$ cat src/rtl/wrdisc_pkg.sv
package wrdisc_pkg;
   typedef enum logic [1:0] {
      WK_DELAYED = 2'b00,
      WK_POSTED  = 2'b01,
      WK_INVAL   = 2'b10,
      WK_RSVD    = 2'b11
   } wkind_t;

   typedef enum logic [1:0] {
      ST_IDLE  = 2'b00,
      ST_FIRST = 2'b01,
      ST_XFER  = 2'b10,
      ST_DONE  = 2'b11
   } wst_t;

   typedef struct packed {
      logic accept;
      logic disc;
      logic retry;
   } wdec_t;
endpackage

$ cat src/rtl/wrdisc_bound.sv
// Boundary detectors for the DWORD address that follows the current one.
module wrdisc_bound #(
   parameter int ADDR_W   = 30,
   parameter int PAGE_DW  = 1024,
   parameter int CLS_W    = 8,
   parameter int MAX_LINE = 16
) (
   input  logic [ADDR_W-1:0] addr_i,
   input  logic [CLS_W-1:0]  cls_i,
   output logic              page_hit_o,
   output logic              line_hit_o,
   output logic              cls_ok_o
);
   localparam int PAGE_LG    = $clog2(PAGE_DW);
   localparam int LINE_STEPS = $clog2(MAX_LINE) + 1;

   if (PAGE_LG > ADDR_W || PAGE_LG < 1) begin : g_bad_page
      $error("wrdisc_bound: PAGE_DW does not fit ADDR_W");
   end
   if ((1 << PAGE_LG) != PAGE_DW) begin : g_bad_pow
      $error("wrdisc_bound: PAGE_DW must be a power of two");
   end
   if (CLS_W > ADDR_W) begin : g_bad_cls
      $error("wrdisc_bound: CLS_W wider than ADDR_W");
   end
   if (MAX_LINE >= (1 << CLS_W)) begin : g_bad_line
      $error("wrdisc_bound: MAX_LINE does not fit CLS_W");
   end

   logic [ADDR_W-1:0] nxt;
   logic [CLS_W-1:0]  mask;
   logic [LINE_STEPS-1:0] size_match;

   assign nxt  = addr_i + ADDR_W'(1);
   assign mask = cls_i - CLS_W'(1);

   assign page_hit_o = (nxt[PAGE_LG-1:0] == '0);
   assign line_hit_o = ((nxt[CLS_W-1:0] & mask) == '0);

   for (genvar k = 0; k < LINE_STEPS; k++) begin : g_size
      assign size_match[k] = (cls_i == CLS_W'(1 << k));
   end

   assign cls_ok_o = |size_match;
endmodule

$ cat src/rtl/wrdisc_rules.sv
// Per-phase decision: accept, disconnect, retry.
module wrdisc_rules
   import wrdisc_pkg::*;
#(
   parameter int BUF_W = 8,
   parameter int DQ_W  = 3,
   parameter int CLS_W = 8
) (
   input  logic             active_i,
   input  logic             first_i,
   input  logic             dphase_i,
   input  wkind_t           kind_i,
   input  logic             fbb_req_i,
   input  logic             fbb_en_i,
   input  logic [BUF_W-1:0] buf_free_i,
   input  logic [DQ_W-1:0]  dq_free_i,
   input  logic [CLS_W-1:0] cls_i,
   input  logic             line_disc_i,
   input  logic             page_hit_i,
   input  logic             line_hit_i,
   input  logic             cls_ok_i,
   output wdec_t            dec_o
);
   localparam int CMP_W = ((BUF_W > CLS_W) ? BUF_W : CLS_W) + 1;

   logic is_dly;
   logic can_take;
   logic fbb_ok;
   logic last_dw;
   logic short_line;
   logic bound;

   assign is_dly     = (kind_i == WK_DELAYED) || (kind_i == WK_RSVD);
   assign can_take   = is_dly ? (dq_free_i != '0) : (buf_free_i != '0);
   assign fbb_ok     = !fbb_req_i || fbb_en_i;
   assign last_dw    = (buf_free_i == BUF_W'(1));
   assign short_line = (CMP_W'(buf_free_i) - CMP_W'(1)) < CMP_W'(cls_i);

   always_comb begin
      unique case (kind_i)
         WK_POSTED: bound = (line_disc_i && cls_ok_i) ? line_hit_i : page_hit_i;
         WK_INVAL:  bound = cls_ok_i ? (line_hit_i && short_line) : page_hit_i;
         default:   bound = 1'b1;
      endcase
   end

   always_comb begin
      dec_o = '0;
      if (active_i && dphase_i) begin
         if (first_i && (!can_take || !fbb_ok)) begin
            dec_o.retry = 1'b1;
         end else if (!can_take) begin
            dec_o.disc = 1'b1;
         end else begin
            dec_o.accept = 1'b1;
            dec_o.disc   = is_dly || last_dw || bound;
         end
      end
   end
endmodule

$ cat src/rtl/wrdisc_fsm.sv
// Transaction state and attributes latched at the address phase.
module wrdisc_fsm
   import wrdisc_pkg::*;
(
   input  logic   clk,
   input  logic   rst_n,
   input  logic   frame_i,
   input  logic   start_i,
   input  wkind_t kind_i,
   input  logic   fbb_req_i,
   input  logic   dir_up_i,
   input  wdec_t  dec_i,
   output wst_t   st_o,
   output wkind_t kind_o,
   output logic   fbb_req_o,
   output logic   dir_up_o
);
   wst_t st_q, st_d;

   always_comb begin
      st_d = st_q;
      if (!frame_i) begin
         st_d = ST_IDLE;
      end else begin
         unique case (st_q)
            ST_IDLE:  if (start_i) st_d = ST_FIRST;
            ST_FIRST,
            ST_XFER: begin
               if (dec_i.retry || dec_i.disc) st_d = ST_DONE;
               else if (dec_i.accept)         st_d = ST_XFER;
            end
            default:  st_d = ST_DONE;
         endcase
      end
   end

   always_ff @(posedge clk or negedge rst_n) begin
      if (!rst_n) begin
         st_q      <= ST_IDLE;
         kind_o    <= WK_DELAYED;
         fbb_req_o <= 1'b0;
         dir_up_o  <= 1'b0;
      end else begin
         st_q <= st_d;
         if (st_q == ST_IDLE && start_i && frame_i) begin
            kind_o    <= kind_i;
            fbb_req_o <= fbb_req_i;
            dir_up_o  <= dir_up_i;
         end
      end
   end

   assign st_o = st_q;
endmodule

$ cat src/rtl/wrdisc_ctrl.sv
module wrdisc_ctrl
   import wrdisc_pkg::*;
#(
   parameter int ADDR_W   = 30,
   parameter int PAGE_DW  = 1024,
   parameter int CLS_W    = 8,
   parameter int MAX_LINE = 16,
   parameter int BUF_W    = 8,
   parameter int DQ_W     = 3
) (
   input  logic              clk,
   input  logic              rst_n,
   input  logic              frame_i,
   input  logic              start_i,
   input  logic [1:0]        kind_i,
   input  logic              fbb_req_i,
   input  logic              dir_up_i,
   input  logic              dphase_i,
   input  logic [ADDR_W-1:0] addr_i,
   input  logic [CLS_W-1:0]  cls_i,
   input  logic              line_disc_i,
   input  logic [BUF_W-1:0]  buf_free_i,
   input  logic [DQ_W-1:0]   dq_free_i,
   input  logic              fbb_en_cmd_i,
   input  logic              fbb_en_bctl_i,
   output logic              accept_o,
   output logic              disconnect_o,
   output logic              retry_o,
   output logic              push_o
);
   if (BUF_W < 1 || DQ_W < 1) begin : g_bad_cnt
      $error("wrdisc_ctrl: counter widths must be positive");
   end

   wst_t   st;
   wkind_t kind_q;
   logic   fbb_q, dir_q;
   logic   page_hit, line_hit, cls_ok;
   wdec_t  dec;
   logic   active, first, fbb_en;

   wrdisc_fsm u_fsm (
      .clk      (clk),
      .rst_n    (rst_n),
      .frame_i  (frame_i),
      .start_i  (start_i),
      .kind_i   (wkind_t'(kind_i)),
      .fbb_req_i(fbb_req_i),
      .dir_up_i (dir_up_i),
      .dec_i    (dec),
      .st_o     (st),
      .kind_o   (kind_q),
      .fbb_req_o(fbb_q),
      .dir_up_o (dir_q)
   );

   wrdisc_bound #(
      .ADDR_W  (ADDR_W),
      .PAGE_DW (PAGE_DW),
      .CLS_W   (CLS_W),
      .MAX_LINE(MAX_LINE)
   ) u_bound (
      .addr_i    (addr_i),
      .cls_i     (cls_i),
      .page_hit_o(page_hit),
      .line_hit_o(line_hit),
      .cls_ok_o  (cls_ok)
   );

   assign active = (st == ST_FIRST) || (st == ST_XFER);
   assign first  = (st == ST_FIRST);
   assign fbb_en = dir_q ? fbb_en_cmd_i : fbb_en_bctl_i;

   wrdisc_rules #(
      .BUF_W(BUF_W),
      .DQ_W (DQ_W),
      .CLS_W(CLS_W)
   ) u_rules (
      .active_i   (active),
      .first_i    (first),
      .dphase_i   (dphase_i),
      .kind_i     (kind_q),
      .fbb_req_i  (fbb_q),
      .fbb_en_i   (fbb_en),
      .buf_free_i (buf_free_i),
      .dq_free_i  (dq_free_i),
      .cls_i      (cls_i),
      .line_disc_i(line_disc_i),
      .page_hit_i (page_hit),
      .line_hit_i (line_hit),
      .cls_ok_i   (cls_ok),
      .dec_o      (dec)
   );

   assign accept_o     = dec.accept;
   assign disconnect_o = dec.disc;
   assign retry_o      = dec.retry;
   assign push_o       = dec.accept;
endmodule

$ cat config.mk
export PLATFORM = sky130hd
export DESIGN_NAME = wrdisc_ctrl
export DESIGN_NICKNAME = d
export VERILOG_FILES = /design/src/rtl/wrdisc_pkg.sv /design/src/rtl/wrdisc_bound.sv /design/src/rtl/wrdisc_rules.sv /design/src/rtl/wrdisc_fsm.sv /design/src/rtl/wrdisc_ctrl.sv
export SDC_FILE = /design/constraint.sdc
export NUM_CORES = 1
export LEC_CHECK = 0
export BUFFER_PORTS_ARGS = -buffer_cell sky130_fd_sc_hd__buf_4
export CAP_MARGIN = 0
export CELL_PAD_IN_SITES_DETAIL_PLACEMENT = 1
export CELL_PAD_IN_SITES_GLOBAL_PLACEMENT = 1
export CORE_MARGIN = 3
export CORE_UTILIZATION = 34
export CTS_CLUSTER_SIZE = 16
export DETAILED_ROUTE_END_ITERATION = 10
export PLACE_DENSITY = 0.86
export SLEW_MARGIN = 20
export SYNTH_ARGS = -nofsm -noshare
export SYNTH_HDL_FRONTEND = slang
export SYNTH_SLANG_ARGS = --single-unit
$ cat constraint.sdc
create_clock -name clk -period 4.5 [get_ports clk]
set_input_delay 0.225 -clock clk [delete_from_list [all_inputs] [get_ports clk]]
set_output_delay 0.225 -clock clk [all_outputs]
set_load 0.02 [all_outputs]
==> summary.md, run 1 <==
| Metric | Value |
|---|---|
| Largest net degree at the start of global routing | 10 |
| Layer carrying the most global-route usage | met2 |
| ANT nets after route | 0 |
| Unrepaired setup endpoints after global routing | false |
| Xor/xnor share of the synthesized area | 14.3% |
| Simple-Gate Fraction of Synth Area | a little over a fifth |
| Syn Nets | roughly 240 |
| Congestion Overflow GR | 0 |
| Status | finished clean |
| Commonest non-fill, non-tap cell in the layout | buf_4 |
| DIE WIDTH | a little under 70 microns |
| Worst Path Buf+Inv | 2 |
| Total power | around 0.48 mW |
| H-tree depth | 1 |
| Worst path arrival time | 2780 ps |
| Kind of critical path | in2out |
| CTS Buffer Depth | 2 |
| Number of global-route vias before repair | between 1000 and 1500 |
| Crit Path Max Fanout | 5 |
| Rows | 21 |
| Required time worst endpoint | between 4000 and 5000 ps |
| GRT Overall Usage | between 10% and 20% |
| Complex-gate fraction of the synthesized area | between 20% and 30% |
| Async SR Flop Fraction | 100% |
| Tcrit/Tclk final | 66.9% |
| Met2 usage | between 20 and 30% |
| # IOs | 65 |
| Initial antenna violation count | 0 |
| Post-route minimum period | between 3000 and 4000 ps |
| Die H | 67.5 microns |
| Most used cell, CP | buf_4 |
| Design area | approximately 0.0017 sq mm |
| Total die area | ~0.0046 sq mm |
| Leakage Power | between 0.7 and 0.8 nW |
| Post-synthesis adder-cell area fraction | roughly 20% |
| Ant. Diodes | 0 |
| Register bit total from synthesis | 6 |
| Clk Latency, worst-skew pair | approximately 220 ps |
| Multiplexer share of the synthesized area | 5.16% |
| Final nets | approximately 290 |
| First-pass GRT wire length | between 5000 and 6000 microns |
| Commonest non-fill, non-tap cells in the layout | 44 x buf_4, 20 x inv_1, 20 x ha_1 |
| Initial core utilization | 36.8% |
| Worst Hold Class | in2reg |
| Setup crit end kind | primary output |
| Crit-path max cell delay | 490 ps |
| Post-Syn Area per Cell | around 8 sq um |
| CTS Root Cell | clkbuf_8 |
| Worst-Margin Slew | 495 ps |
| Gp weighted congestion | around 0.75 |
| Main combinational cell family by area after synthesis | simple AND/OR/NAND/NOR gates |
| Warnings, synthesis | 0 |
| Initial DRC Count | 45 |
| Setup Total Neg Slack | 0 ps |
| Clk slew on worst S/H paths | roughly 40 ps |
| Routed WL | between 3000 and 4000 microns |
| Max-Cap Viols | 0 |
| Power density over the cells | approximately 280 mW/mm^2 |
| CP top delay family | compound AO/OA/AOI/OAI gates |
| GRT met3 Usage | less than 1% |
| Vias/cell | 5.16 |
| Core area | about 0.0035 sq mm |
| DP Wirelength | around 3000 microns |
| Worst path cell trace | buf_4, nor4_2, nand2_1, xnor2_1, ha_1, nand4_1, o221ai_1, a311oi_1, a31oi_1, a221oi_2, buf_4 |
| Area grow syn2layout | 32.1% |
| Sequential area share after synthesis | 11.7% |
| Dpl cell area | about 0.0016 sq mm |
| I/O Buffers | 44 |
| Number of buffers created by CTS | 3 |
| CTS tree | built |
| Max-slew headroom | between 60% and 70% |
| Via count | between 1000 and 1500 |
| Startpoint types | input pin |
| EDFF count, synth | 0 |
| GR met1 Demand/Resource | a little over a fifth |
| Synth Flop Type | dfrtp_1 |
| WL/cell | ~14 microns |
| Final Hold Viols | 0 |
| Pre-Repair DR Iteration Count | 4 |
| Drt drc | 0 |
| Cell Area, Synth | between 0.001 and 0.0015 sq mm |
| CTS sink count | 6 |
| Worst path slowest cell | nor4_2 |
| Max-slew violations | 0 |
| Final hold slack | ~230 ps |
| Setup violators final | 0 |
| Maximum VDD drop | ~0.12 mV |
| Post-Synthesis Cells | around 160 |
| Worst Clk Skew | 1.71 ps |
| Layout cells sized above 1 | 28.4% |
| Fmax | between 0.3 and 0.4 GHz |
| Synth unique cells | 40 |
==> power breakdown <==
part / internal [mW] / total [mW] / switching [mW]
logic: 0.141 / 0.298 / 0.157
registers: 0.0795 / 0.101 / 0.0212
clock network: 0.0576 / 0.0820 / 0.0244
total: 0.278 / 0.481 / 0.203
==> synth_stat cells (2+ instances only) <==
cell | instances | area [sq um]
ha_1 | 20 | 250
inv_1 | 20 | 75.1
nand2_1 | 15 | 56.3
xnor2_1 | 14 | 123
nor2_1 | 9 | 33.8
xor2_1 | 7 | 61.3
dfrtp_1 | 6 | 150
nor3_1 | 6 | 30.0
mux2_2 | 5 | 56.3
nand3_1 | 5 | 25.0
o21ai_0 | 5 | 25.0
a31oi_1 | 4 | 25.0
a211oi_1 | 3 | 22.5
and3_1 | 3 | 18.8
clkbuf_1 | 3 | 11.3
o211ai_1 | 3 | 22.5
a21boi_0 | 2 | 15.0
a21oi_1 | 2 | 10.0
a221oi_1 | 2 | 17.5
a41oi_1 | 2 | 17.5
and2_1 | 2 | 12.5
and4_1 | 2 | 17.5
buf_4 | 2 | 15.0
nand4_1 | 2 | 12.5
nor3b_1 | 2 | 15.0
==> logic make-up after synthesis <==
| logic type | Yosys count |
|---|---|
| simple gates | 51 |
| flops | 6 |
| buf+inv | 25 |
| mux | 6 |
| xor+xnor | 21 |
| compound gates | 32 |
| fa+ha+maj | 20 |
==> metal layers <==
layer / share of wire (%) / wire, microns
met5: 0 / 0
met4: 0.99 / 35
met3: 3.6 / 128
met1: 46 / 1630
met2: 49 / 1740
==> what timing repair did <==
action                                 CTS  global route
hold buffers                             1             0
buffers inserted                         0             0
endpoints found under the hold margin    6             0
gates resized for setup                  0             0
==> worst paths after layout <==
kind / depth (start not counted) / start / slack, ps / endpoint
worst min-delay path: 2 / kind_i[1] / 230 / u_fsm.kind_o[1]
max in group asynchronous: 2 / rst_n / 4030 / u_fsm.st_o[0]
worst min register to register: 1 / u_fsm.fbb_req_o / 530 / u_fsm.fbb_req_o
min in group asynchronous: 2 / rst_n / 350 / u_fsm.kind_o[1]
worst max-delay path: 11 / buf_free_i[4] / 1490 / disconnect_o
worst max register to register: 7 / u_fsm.kind_o[1] / 2400 / u_fsm.st_o[0]
==> cell type report <==
| cell class | instances | area [sq um] |
|---|---|---|
| inverter | 20 | 75.1 |
| clock buffer | 3 | 41.3 |
| fill | 446 | 1800 |
| sequential | 6 | 150 |
| tap | 46 | 57.6 |
| multi-input combinational | 130 | 1030 |
| timing repair buffer | 45 | 340 |
==> through the flow <==
stage	util (%)	setup WS (ps)	instances
4_1_cts	48.6	1480	250
2_1_floorplan	-	2060	161
6_report	48.6	1490	250
3_5_place_dp	47.2	1560	246
3_3_place_gp	47.2	1660	246
5_1_grt	48.6	1320	250
==> sequential cells by signal, indices dropped and copies added (netlist names) <==
name	cells
u_fsm.dir_up_o	1
u_fsm.fbb_req_o	1
u_fsm.kind_o	2
u_fsm.st_o	2
No activity file was read; power rests on OpenSTA's default activity.
==> run 2: changes to the inputs <==
Settings changed: ABC_AREA set to 1, CORE_UTILIZATION 34 to 31, PLACE_DENSITY 0.86 to 0.82.
Clock period 4.5 ns to 2.9 ns, I/O delays scaled along.
==> run 2 against run 1 <==
  * Cell count increased by 42%
  * Sequential power increased by 49%
  * Global-route usage decreased by 1.2 points
  * Final area increased by 13%
  * Combinational power increased by 59%
  * Non-clock buffer count unchanged
  * Critical path depth increased by 8
  * Register-to-register slack got worse by 1700 ps
  * Largest cell class unchanged
==> summary.md, run 2 <==
| Metric | Value |
|---|---|
| Status | finished clean |
| DP Wirelength | roughly 3500 microns |
| Worst path slowest cell | ha_1 |
| Largest net degree at the start of global routing | 7 |
| Cell Area, Synth | ~0.0015 sq mm |
| Max-slew violations | 0 |
| Synth unique cells | 26 |
| Post-Synthesis Cells | between 200 and 300 |
| Most used cell, CP | nand2_1 |
| CTS Buffer Depth | 2 |
| Post-route minimum period | roughly 2300 ps |
| Maximum VDD drop | around 0.26 mV |
| Kind of critical path | in2out |
| GRT Overall Usage | 15.0% |
| Final Hold Viols | 0 |
| Fmax | 0.433 GHz |
| Final nets | slightly below 400 |
| Die H | about 75 microns |
| Rows | 24 |
| Max-Cap Viols | 0 |
| Total die area | between 0.005 and 0.006 sq mm |
| Worst Slack Setup Final | 591 ps |
| Setup Total Neg Slack | 0 ps |
| EDFF count, synth | 0 |
| Resized Gates After CTS | 0 |
| Warnings, synthesis | 0 |
| ANT nets after route | 0 |
| Worst Hold Class | in2reg |
| Initial core utilization | between 30 and 40% |
| Clk slew on worst S/H paths | 30 ps |
| Drt drc | 0 |
| Startpoint types | input pin |
| Hold_buf cts | 1 |
| CP top delay family | simple AND/OR/NAND/NOR gates |
| Worst Path Buf+Inv | 5 |
| Pre-Repair DR Iteration Count | 4 |
| Power density over the cells | between 300 and 400 mW/mm^2 |
| Max-slew headroom | 70.2% |
| WL/cell | around 11 microns |
| Gp weighted congestion | 0.788 |
| Register bit total from synthesis | 6 |
| Clk Latency, worst-skew pair | roughly 220 ps |
| Congestion Overflow GR | 0 |
| Core area | around 0.0045 sq mm |
| Worst path arrival time | around 2200 ps |
| Setup crit end kind | primary output |
| Required time worst endpoint | roughly 2800 ps |
| Crit-path max cell delay | approximately 280 ps |
| Commonest non-fill, non-tap cell in the layout | nand2_1 |
| Commonest non-fill, non-tap cells in the layout | 78 x nand2_1, 45 x inv_1, 44 x buf_4 |
| Postcts setup bufs | 0 |
| Sequential area share after synthesis | about a tenth |
| Tcrit/Tclk final | about 80% |
| Routed WL | between 3000 and 4000 microns |
| Async SR Flop Fraction | 100% |
| Synth cell count leaders | 78 x nand2_1, 45 x inv_1, 28 x nor2_1 |
| CTS sink count | 6 |
| Via count | roughly 1700 |
| Initial DRC Count | 22 |
| Count leader, synth | nand2_1 |
| Pre-CTS WS | ~500 ps |
| Vias/cell | 4.77 |
| Ant. Diodes | 0 |
| Number of buffers created by CTS | 3 |
| Unrepaired setup endpoints after global routing | false |
| Crit Path Max Fanout | 3 |
| Worst-Margin Slew | ~440 ps |
| Yosys top cell by area | nand2_1 |
| Worst path cell trace | buf_4, inv_1, ha_1, nand2_1, xor2_1, inv_1, ha_1, a21oi_1, o21ai_0, nand3_1, nand3_1, nor2_1, nand2_1, nand2_1, nand2_1, nand3_2, nand2_2, inv_1, buf_4 |
| I/O Buffers | 44 |
| Share of Yosys cell area claimed by the top area cell type | approximately a fifth |
| Number of global-route vias before repair | around 1700 |
| CTS Root Cell | clkbuf_8 |
| Syn Nets | 338 |
| H-tree depth | 1 |
| Area grow syn2layout | 29.7% |
| Worst Clk Skew | around 4.6 ps |
| First-pass GRT wire length | just under 7000 microns |
| CTS tree | built |
| Synth Flop Type | dfrtp_1 |
| # IOs | 65 |
| Initial antenna violation count | 0 |
| Leakage Power | about 1.1 nW |
| DIE WIDTH | 75.1 microns |
| Post-Syn Area per Cell | about 5.8 sq um |
| Layout cells sized above 1 | approximately 24% |
| Ranking of synthesized cells by area | nand2_1 20%, ha_1 17%, inv_1 11% |
| Setup violators final | 0 |
## run 2: path summary, 6_finish.rpt
check                                start               to  slack [ps]  cells past startpoint
setup / recovery             buf_free_i[0]     disconnect_o         590                     19
hold / removal                    dir_up_i   u_fsm.dir_up_o         160                      2
setup reg to reg           u_fsm.kind_o[0]    u_fsm.st_o[1]         700                     13
hold reg to reg            u_fsm.fbb_req_o  u_fsm.fbb_req_o         500                      1
max in group asynchronous            rst_n   u_fsm.dir_up_o        2510                      2
min in group asynchronous            rst_n    u_fsm.st_o[0]         270                      2
## run 2: worst register-to-register path, stage by stage, from the launching register on
cell and delay [ps]:
dfrtp_1 350, inv_1 60, ha_1 310, nand2_1 70
a21boi_0 390, nand2_1 180, nand2_1 120, nand2_1 70
nor2_1 170, nor2_1 90, nand3_2 100, nand2_2 70
nand2_1 70, o21ai_2 50
## run 2: metrics by stage
step	instances	power [mW]	hold WS, ps	utilization, %	area [sq um]
detailed placement	352	0.626	-42.3	41.7	1870
floorplan	257	0.466	-151	-	1480
CTS	356	0.762	154	42.9	1920
global route	356	0.836	160	42.9	1920
finish	356	0.749	157	42.9	1920
global placement	352	0.605	-43.6	41.7	1870
## run 2: report_power, final
part	internal [mW]	switching, mW
sequential	0.124	0.0262
combinational	0.201	0.272
clock	0.0892	0.0368
## run 2: final cells by class
class	instances	area, sq um
Clock buffer	3	41.3
Tap cell	52	65.1
Multi-Input combinational cell	202	1140
Inverter	48	180
Sequential cell	6	150
Fill cell	633	2560
Timing Repair Buffer	45	340
## run 2: cells by family (layout without fill, tap and decap cells)
logic type	count (synthesis)	after routing	synth area share [%]
AND/OR/NAND/NOR	154	154	47.4
buffers and inverters	49	96	12.7
adder cells (fa/ha/maj)	20	20	16.9
AO/OA/AOI/OAI	20	20	7.78
XOR/XNOR	6	6	3.55
flip-flops	6	6	10.2
multiplexers	2	2	1.52
## run 2: metal layers
layer | up-vias | part of all wire, % | GRT usage (%)
li1 | 897 | - | -
met4 | 0 | 0.40 | 2.37
met3 | 2 | 2.8 | 0.801
met2 | 24 | 51 | 27.8
met1 | 776 | 45 | 19.4
met5 | - | 0 | 0
